==> config.mk <==
export PLATFORM = sky130hd
export DESIGN_NAME = cipher_start_seq
export DESIGN_NICKNAME = d
export VERILOG_FILES = /design/src/rtl/cseq_pkg.sv /design/src/rtl/cseq_timer.sv /design/src/rtl/cseq_inbuf.sv /design/src/rtl/cseq_flags.sv /design/src/rtl/cipher_start_seq.sv
export SDC_FILE = /design/constraint.sdc
export NUM_CORES = 1
export LEC_CHECK = 0
export BUFFER_PORTS_ARGS = -buffer_cell sky130_fd_sc_hd__buf_4
export CORE_ASPECT_RATIO = 1.25
export CORE_UTILIZATION = 30
export DETAILED_ROUTE_END_ITERATION = 10
export PLACE_DENSITY_LB_ADDON = 0.2
export SLEW_MARGIN = 5
export SYNTH_ARGS = -nofsm -noshare
export SYNTH_HDL_FRONTEND = slang
export SYNTH_SLANG_ARGS = --single-unit
==> constraint.sdc <==
create_clock -name clk -period 3.5 [get_ports clk]
set_input_delay 0.175 -clock clk [delete_from_list [all_inputs] [get_ports clk]]
set_output_delay 0.175 -clock clk [all_outputs]
set_load 0.01 [all_outputs]
==> src/rtl/cseq_pkg.sv <==
package cseq_pkg;

  typedef enum logic [1:0] {
    SM_MANUAL = 2'd0,
    SM_AUTO   = 2'd1,
    SM_WORD0  = 2'd2,
    SM_SPARE  = 2'd3
  } start_mode_e;

endpackage

==> src/rtl/cseq_timer.sv <==
module cseq_timer #(
  parameter int CNT_W = 8
) (
  input  logic             clk,
  input  logic             rst_n,
  input  logic             load,
  input  logic [CNT_W-1:0] load_val,
  output logic             busy,
  output logic             done
);

  logic [CNT_W-1:0] cnt_q, cnt_d;
  logic             busy_q, busy_d;

  always_comb begin
    cnt_d  = cnt_q;
    busy_d = busy_q;
    if (busy_q) begin
      if (cnt_q == '0) busy_d = 1'b0;
      else             cnt_d  = cnt_q - 1'b1;
    end
    if (load) begin
      busy_d = 1'b1;
      cnt_d  = load_val;
    end
  end

  always_ff @(posedge clk or negedge rst_n) begin
    if (!rst_n) begin
      cnt_q  <= '0;
      busy_q <= 1'b0;
    end else begin
      cnt_q  <= cnt_d;
      busy_q <= busy_d;
    end
  end

  assign busy = busy_q;
  assign done = busy_q && (cnt_q == '0);

endmodule

==> src/rtl/cseq_inbuf.sv <==
module cseq_inbuf #(
  parameter int NWORDS = 4,
  localparam int IDX_W = $clog2(NWORDS)
) (
  input  logic              clk,
  input  logic              rst_n,
  input  logic              wr_acc,
  input  logic [IDX_W-1:0]  wr_idx,
  input  logic              mask_clr,
  input  logic              slot_set,
  input  logic              slot_clr,
  output logic [NWORDS-1:0] mask,
  output logic              slot_full
);

  logic [NWORDS-1:0] mask_q, mask_d;
  logic              slot_q, slot_d;
  logic [NWORDS-1:0] hot;

  assign hot = NWORDS'(1) << wr_idx;

  always_comb begin
    mask_d = mask_q;
    if (mask_clr)    mask_d = '0;
    else if (wr_acc) mask_d = mask_q | hot;
    slot_d = slot_q;
    if (slot_set)      slot_d = 1'b1;
    else if (slot_clr) slot_d = 1'b0;
  end

  always_ff @(posedge clk or negedge rst_n) begin
    if (!rst_n) begin
      mask_q <= '0;
      slot_q <= 1'b0;
    end else begin
      mask_q <= mask_d;
      slot_q <= slot_d;
    end
  end

  assign mask      = mask_q;
  assign slot_full = slot_q;

endmodule

==> src/rtl/cseq_flags.sv <==
module cseq_flags (
  input  logic clk,
  input  logic rst_n,
  input  logic rdy_set,
  input  logic rdy_clr,
  input  logic ovr_set,
  input  logic ovr_clr,
  output logic data_rdy,
  output logic overrun
);

  logic rdy_q, rdy_d;
  logic ovr_q, ovr_d;

  always_comb begin
    rdy_d = rdy_q;
    if (rdy_set)      rdy_d = 1'b1;
    else if (rdy_clr) rdy_d = 1'b0;
    ovr_d = ovr_q;
    if (ovr_set)      ovr_d = 1'b1;
    else if (ovr_clr) ovr_d = 1'b0;
  end

  always_ff @(posedge clk or negedge rst_n) begin
    if (!rst_n) begin
      rdy_q <= 1'b0;
      ovr_q <= 1'b0;
    end else begin
      rdy_q <= rdy_d;
      ovr_q <= ovr_d;
    end
  end

  assign data_rdy = rdy_q;
  assign overrun  = ovr_q;

endmodule

==> src/rtl/cipher_start_seq.sv <==
module cipher_start_seq #(
  parameter int NWORDS = 4,
  parameter int DLY_W  = 4,
  localparam int IDX_W   = $clog2(NWORDS),
  localparam int MAX_CYC = 14 * (2 ** DLY_W),
  localparam int CNT_W   = $clog2(MAX_CYC + 1)
) (
  input  logic             clk,
  input  logic             rst_n,
  input  logic             in_wr_en,
  input  logic [IDX_W-1:0] in_wr_idx,
  input  logic             out_rd,
  input  logic             start_strobe,
  input  logic             ovr_rd,
  input  logic [1:0]       cfg_smode,
  input  logic             cfg_last_out,
  input  logic [1:0]       cfg_ksize,
  input  logic [DLY_W-1:0] cfg_delay,
  input  logic             cfg_dual,
  output logic             core_start,
  output logic             busy,
  output logic             done,
  output logic             data_rdy,
  output logic             slot2_full,
  output logic             overrun
);

  import cseq_pkg::*;

  start_mode_e       smode;
  logic [NWORDS-1:0] mask;
  logic [NWORDS-1:0] wr_hot;
  logic              mask_full;
  logic              dual_path, wr_acc, req;
  logic              start_idle, slot_take, launch, drop;
  logic [CNT_W-1:0]  rounds, dly1, op_len, load_val;

  assign smode     = start_mode_e'(cfg_smode);
  assign dual_path = (smode == SM_WORD0) && cfg_dual;
  assign wr_acc    = in_wr_en && (!busy || dual_path);
  assign wr_hot    = in_wr_en ? (NWORDS'(1) << in_wr_idx) : '0;
  assign mask_full = &(mask | wr_hot);

  always_comb begin
    case (smode)
      SM_AUTO:  req = in_wr_en && mask_full;
      SM_WORD0: req = in_wr_en && (in_wr_idx == '0);
      default:  req = start_strobe;
    endcase
  end

  assign start_idle = req && !busy;
  assign slot_take  = req && busy && dual_path && !slot2_full;
  assign drop       = req && busy && !slot_take;
  assign launch     = done && (slot2_full || slot_take);
  assign core_start = start_idle || launch;

  always_comb begin
    case (cfg_ksize)
      2'd0:    rounds = CNT_W'(10);
      2'd1:    rounds = CNT_W'(12);
      default: rounds = CNT_W'(14);
    endcase
    dly1     = CNT_W'(cfg_delay) + CNT_W'(1);
    op_len   = rounds * dly1;
    load_val = op_len - CNT_W'(1);
  end

  cseq_timer #(.CNT_W(CNT_W)) u_timer (
    .clk      (clk),
    .rst_n    (rst_n),
    .load     (core_start),
    .load_val (load_val),
    .busy     (busy),
    .done     (done)
  );

  cseq_inbuf #(.NWORDS(NWORDS)) u_inbuf (
    .clk       (clk),
    .rst_n     (rst_n),
    .wr_acc    (wr_acc),
    .wr_idx    (in_wr_idx),
    .mask_clr  (core_start),
    .slot_set  (slot_take && !done),
    .slot_clr  (launch),
    .mask      (mask),
    .slot_full (slot2_full)
  );

  cseq_flags u_flags (
    .clk      (clk),
    .rst_n    (rst_n),
    .rdy_set  (done),
    .rdy_clr  (cfg_last_out ? in_wr_en : out_rd),
    .ovr_set  (drop),
    .ovr_clr  (ovr_rd),
    .data_rdy (data_rdy),
    .overrun  (overrun)
  );

endmodule

==> implementation parameters, run 1 <==
Parameter                              Value

Run status
  Run status ... complete, no violations

Drt
  Remaining design rule violation count ... 0
  Final Routed Wirelength ... just under 3000 microns
  Length of routed met3 wiring ... 117 microns
  Top routing layer in use ... met4
  M1 WL ... ~1200 microns
  Routed via count ... around 1300
  Mean number of vias per cell ... 4.921
  Post-detailed-route count of antenna-violating nets ... 0
  Average wire per standard cell ... between 10 and 15 microns
  Detailed-router iteration count before antenna repair ... 3
  Sum of met2 wire segment lengths after detailed routing ... 1545 microns
  Detailed Route Iter0 Violations ... 19

Setup path
  R2R Path End ... u_timer.cnt_q[3]$_DFFE_PN0P_
  Critical register-to-register path startpoint ... u_timer.cnt_q[3]$_DFFE_PN0P_
  CP startpoint ... cfg_delay[0]
  Worst-path cell chain ... buf_4 > ha_1 > xor2_1 > o21ai_0 > ha_1 > inv_1 > fa_1 > ha_1 > inv_1 > fa_1 > inv_1 > a21o_1 > a21oi_1 > xnor2_1 > and2_1 > nor3_1
  Worst Reg2Reg Path Length in Cells ... 6
  Worst path max stage delay ... roughly 470 ps
  Critical path capture point ... u_timer.cnt_q[7]$_DFFE_PN0P_
  Reg2reg setup slack ... between 1000 and 1500 ps
  Worst endpoint required time ... roughly 3700 ps
  Critical path launch point type ... input port
  Max Fanout on Critical Path ... 6
  WP data arrival ... 3150 ps
  Standard cell with the maximum stage delay on the critical path ... fa_1
  Kind of critical path ... in -> reg
  Endpoint type of the worst setup path ... flop

Clock tree
  Number of buffers created by CTS ... 3
  Buffer type at the clock tree root ... clkbuf_8
  TritonCTS clock tree ... built
  Max Buffers Root-to-Sink ... 2
  Worst-Skew Late Latency ... about 250 ps
  Deepest level of the CTS H-tree ... 1
  Cts repair resizes ... 0
  Clock-pin slew of the registers on the worst-case setup and hold paths ... about 60 ps
  Number of sinks handled by clock tree synthesis ... 16

Synthesis
  Synth warnings ... 0
  Number of synthesized flops with an enable pin ... 0
  Number of cells produced by synthesis ... about 170
  Top cells by area, synth ... dfrtp_1 27%, ha_1 15%, inv_1 5.8%
  Cell area after technology mapping ... about 1500 sq um
  Yosys top cell area share ... 27.05%
  Post-synthesis sequential area ratio ... a little over a quarter
  Cell type with the highest aggregate area in the netlist ... dfrtp_1
  Count of cell types in the netlist ... 41
  Most numerous cell types in the synthesized netlist ... 23 x inv_1, 18 x ha_1, 16 x dfrtp_1
  Synthesis-stage register bit count ... 16
  Primary FF master, synth ... dfrtp_1
  Async set or reset register ratio after synthesis ... 100.0%
  Count leader, synth ... inv_1
  Syn_area_per_cell ... just under 9 sq um
  Synth Net Count ... 208

Global route
  First-pass GRT wire length ... between 5000 and 6000 microns
  Grt total ovfl ... 0
  Initial antenna violation count ... 0
  Vias in the first global route ... approximately 1200
  Maximum number of pins on one net before global-route repair ... 20
  GR Util All Layers ... 12.54%

Power
  Peak VDD IR ... around 0.14 mV
  Pwr Density ... approximately 600 nW/um^2
  Pleak ... 0.8626 nW

Floorplan
  Area of the core ... roughly 4700 sq um
  Starting density of the core ... between 30% and 40%
  Number of standard-cell rows in the floorplan ... 28
  Chip Width ... 64.83 microns
  Count of boundary I/O pins ... 24
  Area of the die ... around 5200 sq um
  Die height ... a little over 80 microns

STA
  Number of pins exceeding their max-slew limit in the final report ... 0
  Count of final setup violators ... 0
  Shortest clock period the worst path allows after layout ... ~3000 ps
  Sum of negative setup slack ... 0 ps
  Fmax ... roughly 0.34 GHz
  RSZ-0062 raised after global routing ... no
  Setup WS post-layout ... approximately 520 ps
  Hold Vio Cnt, Final ... 0
  Final period util ... a little under nine tenths
  Fin Clk Skew ... about 4.3 ps
  Relative max-transition margin ... around 58%
  Transition time at the pin with the least slew margin ... 624.2 ps

Placement
  Placed Instances ... 250
  Post-detail-place hpwl ... 2429 microns
  RD Place Congestion ... approximately 0.73
  Worst Setup Slack post-DPL ... 238.9 ps
  Post-DP Area ... roughly 1700 sq um
  Number of port buffers ... 23

Layout
  Fraction of final layout cells sized beyond drive strength 1 ... 18.04%
  Number of antenna diodes ... 0
  Post-route non-filler standard cell count ... 254
  Final standard cell area without fillers ... between 1500 and 2000 sq um
  Total number of nets in the final design ... ~240
  Layout area overhead ... 19.86%

Hold path
  Number of stages on the worst hold path ... 2
  Path type of the worst min-delay path ... in -> reg

Run
  Max cap viols ... 0
==> worst min path at each step <==
stage	from	to
2_1_floorplan	rst_n	u_flags.data_rdy$_DFFE_PN0P_
3_3_place_gp	rst_n	u_inbuf.mask[3]$_DFFE_PN0P_
3_5_place_dp	rst_n	u_inbuf.mask[3]$_DFFE_PN0P_
4_1_cts	ovr_rd	u_flags.overrun$_DFFE_PN0P_
5_1_grt	ovr_rd	u_flags.overrun$_DFFE_PN0P_
6_report	ovr_rd	u_flags.overrun$_DFFE_PN0P_
==> registers in the layout, summed over array words and instances, names as in the netlist <==
name / flops
u_inbuf.mask: 4
u_timer.busy: 1
u_flags.data_rdy: 1
u_flags.overrun: 1
u_timer.cnt_q: 8
u_inbuf.slot_full: 1
==> routing by layer <==
layer,up-vias,track usage (%)
met5,-,0
met1,581,13.59
met4,0,5.333
li1,637,-
met2,27,24.17
met3,5,1.136
==> logic make-up after synthesis <==
kind of cell | share of synthesized area (%)
flip-flops | 27.05
adder cells (fa/ha/maj) | 20.63
AND/OR/NAND/NOR | 19.53
buffers and inverters | 6.678
multiplexers | 3.381
XOR/XNOR | 4.734
AO/OA/AOI/OAI | 18.01
==> placed cells by master, fill, tap and decap left out, types with 2 or more instances in the layout <==
cell type  Yosys  final
nor2b_1        5      5
or2_2          3      3
nand4_1        2      2
nand3_1        5      5
and3_1         2      2
nand2b_1       2      2
a22o_1         2      2
xnor2_1        5      5
inv_1         23     23
a21oi_1        6      6
o21ai_0       11     11
fa_1           4      4
clkbuf_8       0      3
dfrtp_1       16     16
nand2_1       13     13
nor3_1         3      3
buf_4          1     24
a31oi_1        3      3
mux2i_1        5      5
xor2_1         3      3
nor2_1        14     14
ha_1          18     18
a21o_1         3      3
==> power breakdown <==
part	total (W)	leakage, nW	internal (W)	switching [W]
Combinational	0.000549	0.653	0.000272	0.000278
Clock	0.000137	0.0216	0.0000763	0.0000603
Sequential	0.000379	0.188	0.000274	0.000105
Total	0.00106	0.863	0.000622	0.000443
==> through the flow <==
stage | power [W] | hold slack [ps] | utilization, %
after floorplan | 0.0007764 | -120.6 | -
after global placement | 0.0009373 | 55.03 | 36.43
after detailed placement | 0.0009389 | 57.44 | 36.43
after CTS | 0.001083 | 123.9 | 37.51
after global routing | 0.001180 | 125.7 | 37.51
final | 0.001064 | 120.6 | 37.51
==> repair_timing <==
| item | 4_1_cts | 5_1_grt |
|---|---|---|
| hold endpoints to repair | 16 | 0 |
| buffers inserted | 0 | 0 |
| hold buffers | 1 | 0 |
==> layout make-up <==
| type | instances | area [sq um] |
|---|---|---|
| flip-flops and latches | 16 | 400.4 |
| repair buffers | 25 | 190.2 |
| clock buffers | 3 | 41.29 |
| fillers | 519 | 2955 |
| inverters | 23 | 86.33 |
| well taps | 60 | 75.07 |
| multi-input cells | 127 | 980.9 |
==> critical path: cells and delay by family <==
| family | cells | cell delay (ps) |
|---|---|---|
| simple gates | 2 | 320 |
| compound gates | 3 | 290 |
| xor+xnor | 2 | 320 |
| buf+inv | 4 | 310 |
| fa+ha+maj | 5 | 1720 |
Note: power is estimated with default switching activity, not from simulation.
==> run 2, diff against run 1 <==
--- a/config.mk
+++ b/config.mk
@@ -10,7 +10,7 @@
 export CORE_UTILIZATION = 30
 export DETAILED_ROUTE_END_ITERATION = 10
 export PLACE_DENSITY_LB_ADDON = 0.2
-export SLEW_MARGIN = 5
+export SETUP_SLACK_MARGIN = 0.15
 export SYNTH_ARGS = -nofsm -noshare
 export SYNTH_HDL_FRONTEND = slang
 export SYNTH_SLANG_ARGS = --single-unit
==> constraint.sdc (replaced) <==
create_clock -name clk -period 3.2 [get_ports clk]
set_input_delay 0.16 -clock clk [delete_from_list [all_inputs] [get_ports clk]]
set_output_delay 0.16 -clock clk [all_outputs]
set_load 0.01 [all_outputs]
==> implementation parameters, run 2 (same netlist as run 1, synthesis figures left out) <==
Parameter                              Value

Layout
  Most common cell after layout, fill and taps aside ... buf_4 (unchanged)
  Layout area overhead ... 23.16% (was 19.86%)
  Total number of nets in the final design ... 239 (was 236)
  Post-route non-filler standard cell count ... 257 (was 254)
  Largest Register ... u_timer.cnt_q (unchanged)
  Final standard cell area without fillers ... 1823 sq um (was 1774 sq um)
  Fraction of final layout cells sized beyond drive strength 1 ... 21.32% (was 18.04%)
  Most used cells in the layout excluding fill and tap cells ... 27 x buf_4, 23 x inv_1, 17 x ha_1 (was 24 x buf_4, 23 x inv_1, 18 x ha_1)
  Number of antenna diodes ... 0 (unchanged)
  Filler cells ... 503 (was 519)
  Number of flip-flops under the largest register name ... 8 (unchanged)

Hold path
  Number of stages on the worst hold path ... 2 (unchanged)
  Path type of the worst min-delay path ... in -> reg (unchanged)
  Min-Delay Startpoint ... ovr_rd (unchanged)
  Worst Hold Endpoint ... u_flags.overrun$_DFFE_PN0P_ (unchanged)

STA
  Final period util ... approximately nine tenths
  Setup WS post-layout ... 329.8 ps (was 522.7 ps)
  Sum of negative setup slack ... 0 ps (unchanged)
  RSZ-0062 raised after global routing ... no (unchanged)
  Number of pins exceeding their max-slew limit in the final report ... 0 (unchanged)
  Shortest clock period the worst path allows after layout ... 2870 ps
  Count of final setup violators ... 0 (unchanged)
  Hold Vio Cnt, Final ... 0 (unchanged)
  Relative max-transition margin ... 56.24% (was 58.07%)
  Fmax ... 0.3484 GHz
  Fin Clk Skew ... 3.124 ps (was 4.318 ps)
  Transition time at the pin with the least slew margin ... 651.4 ps (was 624.2 ps)

Drt
  Remaining design rule violation count ... 0 (unchanged)
  Final Routed Wirelength ... 3072 microns (was 2962 microns)
  Routed via count ... 1250 (unchanged)
  Detailed Route Iter0 Violations ... 19 (unchanged)
  Post-detailed-route count of antenna-violating nets ... 0 (unchanged)
  Mean number of vias per cell ... 4.864 (was 4.921)
  Average wire per standard cell ... 11.95 microns (was 11.66 microns)
  Detailed-router iteration count before antenna repair ... 4 (was 3)

Clock tree
  Clock-pin slew of the registers on the worst-case setup and hold paths ... 60 ps (about the same)
  Max Buffers Root-to-Sink ... 2 (unchanged)
  TritonCTS clock tree ... built (unchanged)
  Worst-Skew Late Latency ... 250 ps (about the same)
  Number of sinks handled by clock tree synthesis ... 16 (unchanged)
  Deepest level of the CTS H-tree ... 1 (unchanged)
  Post-CTS setup repair buffer count ... 0 (unchanged)
  Buffer type at the clock tree root ... clkbuf_8 (unchanged)
  Number of buffers created by CTS ... 3 (unchanged)

Setup path
  Max Fanout on Critical Path ... 3 (was 6)
  Reg2reg setup slack ... 930 ps (was 1290 ps)
  Critical register-to-register path startpoint ... u_timer.cnt_q[3]$_DFFE_PN0P_ (unchanged)
  Endpoint type of the worst setup path ... flop (unchanged)
  R2R Path End ... u_timer.cnt_q[3]$_DFFE_PN0P_ (unchanged)
  Kind of critical path ... in -> reg (unchanged)
  Worst Reg2Reg Path Length in Cells ... 6 (unchanged)
  WP data arrival ... 3040 ps (was 3150 ps)
  Critical path launch point type ... input port (unchanged)
  Worst endpoint required time ... 3370 ps (was 3670 ps)

Power
  Switching power of the nets ... 0.0004941 W (was 0.0004425 W)
  Pwr Density ... 652.0 nW/um^2 (was 599.8 nW/um^2)
  Pleak ... 0.8781 nW (was 0.8626 nW)
  Switching power share of the total ... 41.57% (was 41.58%)
  Part of the total power dissipated in combinational logic ... 52.7% (was 51.6%)
  Reg power frac ... 34.8% (was 35.6%)
  Share of total power in the clock network ... 12.5% (was 12.8%)
  Total power of the final layout ... 0.001189 W (was 0.001064 W)
  Peak VDD IR ... 0.1652 mV (was 0.1397 mV)
  P_int ... 0.0006945 W (was 0.0006217 W)

Floorplan
  Starting density of the core ... 31.30% (unchanged)
  Count of boundary I/O pins ... 24 (unchanged)
  Number of standard-cell rows in the floorplan ... 28 (unchanged)
  Area of the core ... 4730 sq um (unchanged)
  Area of the die ... 5221 sq um (unchanged)
  Die height ... 80.54 microns (unchanged)
  Chip Width ... 64.83 microns (unchanged)

Global route
  Met3 GRT Util ... 1.420% (was 1.136%)
  Initial antenna violation count ... 0 (unchanged)
  GR met2 Demand/Resource ... 24.79% (was 24.17%)
  Maximum number of pins on one net before global-route repair ... 20 (unchanged)
  First-pass GRT wire length ... 5257 microns (was 5099 microns)
  GR Util All Layers ... 12.84% (was 12.54%)
  Vias in the first global route ... 1242 (was 1205)
  Busiest grt layer ... met2 (unchanged)
  Grt total ovfl ... 0 (unchanged)
  Met1 GRT Util ... 13.77% (was 13.59%)

Placement
  Number of port buffers ... 23 (unchanged)
  Post-detail-place hpwl ... 2455 microns (was 2429 microns)
  Placed Instances ... 253 (was 250)
  Worst Setup Slack post-DPL ... -47.17 ps (was 238.9 ps)
  RD Place Congestion ... 0.7181 (was 0.7317)
  Post-DP Area ... 1745 sq um (was 1723 sq um)

Run
  Max cap viols ... 0 (unchanged)

Run status
  Run status ... complete, no violations (unchanged)
-- run 2: layer usage --
metal,up-vias,wire [microns]
li1,645,-
met1,575,1301
met2,28,1614
met3,2,119
met4,0,36
met5,-,0
-- run 2: layout make-up --
type	count	area, sq um	area share (%)
clock buffer	3	41.29	2.265
inverter	23	86.33	4.736
multi-input combinational	127	1007	55.25
sequential	16	400.4	21.96
tap	60	75.07	4.118
timing repair buffer	28	212.7	11.67
-- run 2: power groups by stage --
| stage | logic (W) | registers [W] | clock network (W) |
|---|---|---|---|
| floorplan | 0.000453 | 0.000397 | 0 |
| global placement | 0.000612 | 0.000418 | 0 |
| detailed placement | 0.000614 | 0.000418 | 0 |
| CTS | 0.000621 | 0.000414 | 0.000156 |
| global route | 0.000718 | 0.000433 | 0.000165 |
| finish | 0.000626 | 0.000414 | 0.000149 |
-- run 2: timing repair --
item | CTS | global route
endpoints found under the setup margin | 0 | 2
hold endpoints to repair | 16 | 0
hold buffers | 1 | 0
gates resized for setup | 0 | 4
-- run 2: how the worst max path moves through the flow --
stage / startpoint / end / cells after the start
floorplan: cfg_delay[0] / u_timer.cnt_q[7]$_DFFE_PN0P_ / 15
global placement: cfg_delay[0] / u_timer.cnt_q[7]$_DFFE_PN0P_ / 16
detailed placement: cfg_delay[0] / u_timer.cnt_q[7]$_DFFE_PN0P_ / 16
CTS: cfg_delay[0] / u_timer.cnt_q[7]$_DFFE_PN0P_ / 16
global route: cfg_delay[2] / u_timer.cnt_q[7]$_DFFE_PN0P_ / 14
finish: cfg_delay[0] / u_timer.cnt_q[7]$_DFFE_PN0P_ / 14
-- run 2: metrics by stage --
| step | utilization, % | hold slack (ps) |
|---|---|---|
| after CTS | 37.99 | 96.81 |
| after global routing | 38.55 | 96.36 |
| final | 38.55 | 104.8 |
| after detailed placement | 36.90 | 38.57 |
| after global placement | 36.90 | 41.28 |
| after floorplan | - | -135.6 |
-- run 2: critical path, cell delays in order --
cell	delay [ps]
buf_4	120
ha_1	230
xor2_2	190
inv_1	60
ha_1	310
fa_1	530
inv_1	40
ha_1	290
ha_1	350
a21o_1	170
a21oi_1	170
xnor2_1	90
and2_1	160
nor3_1	170
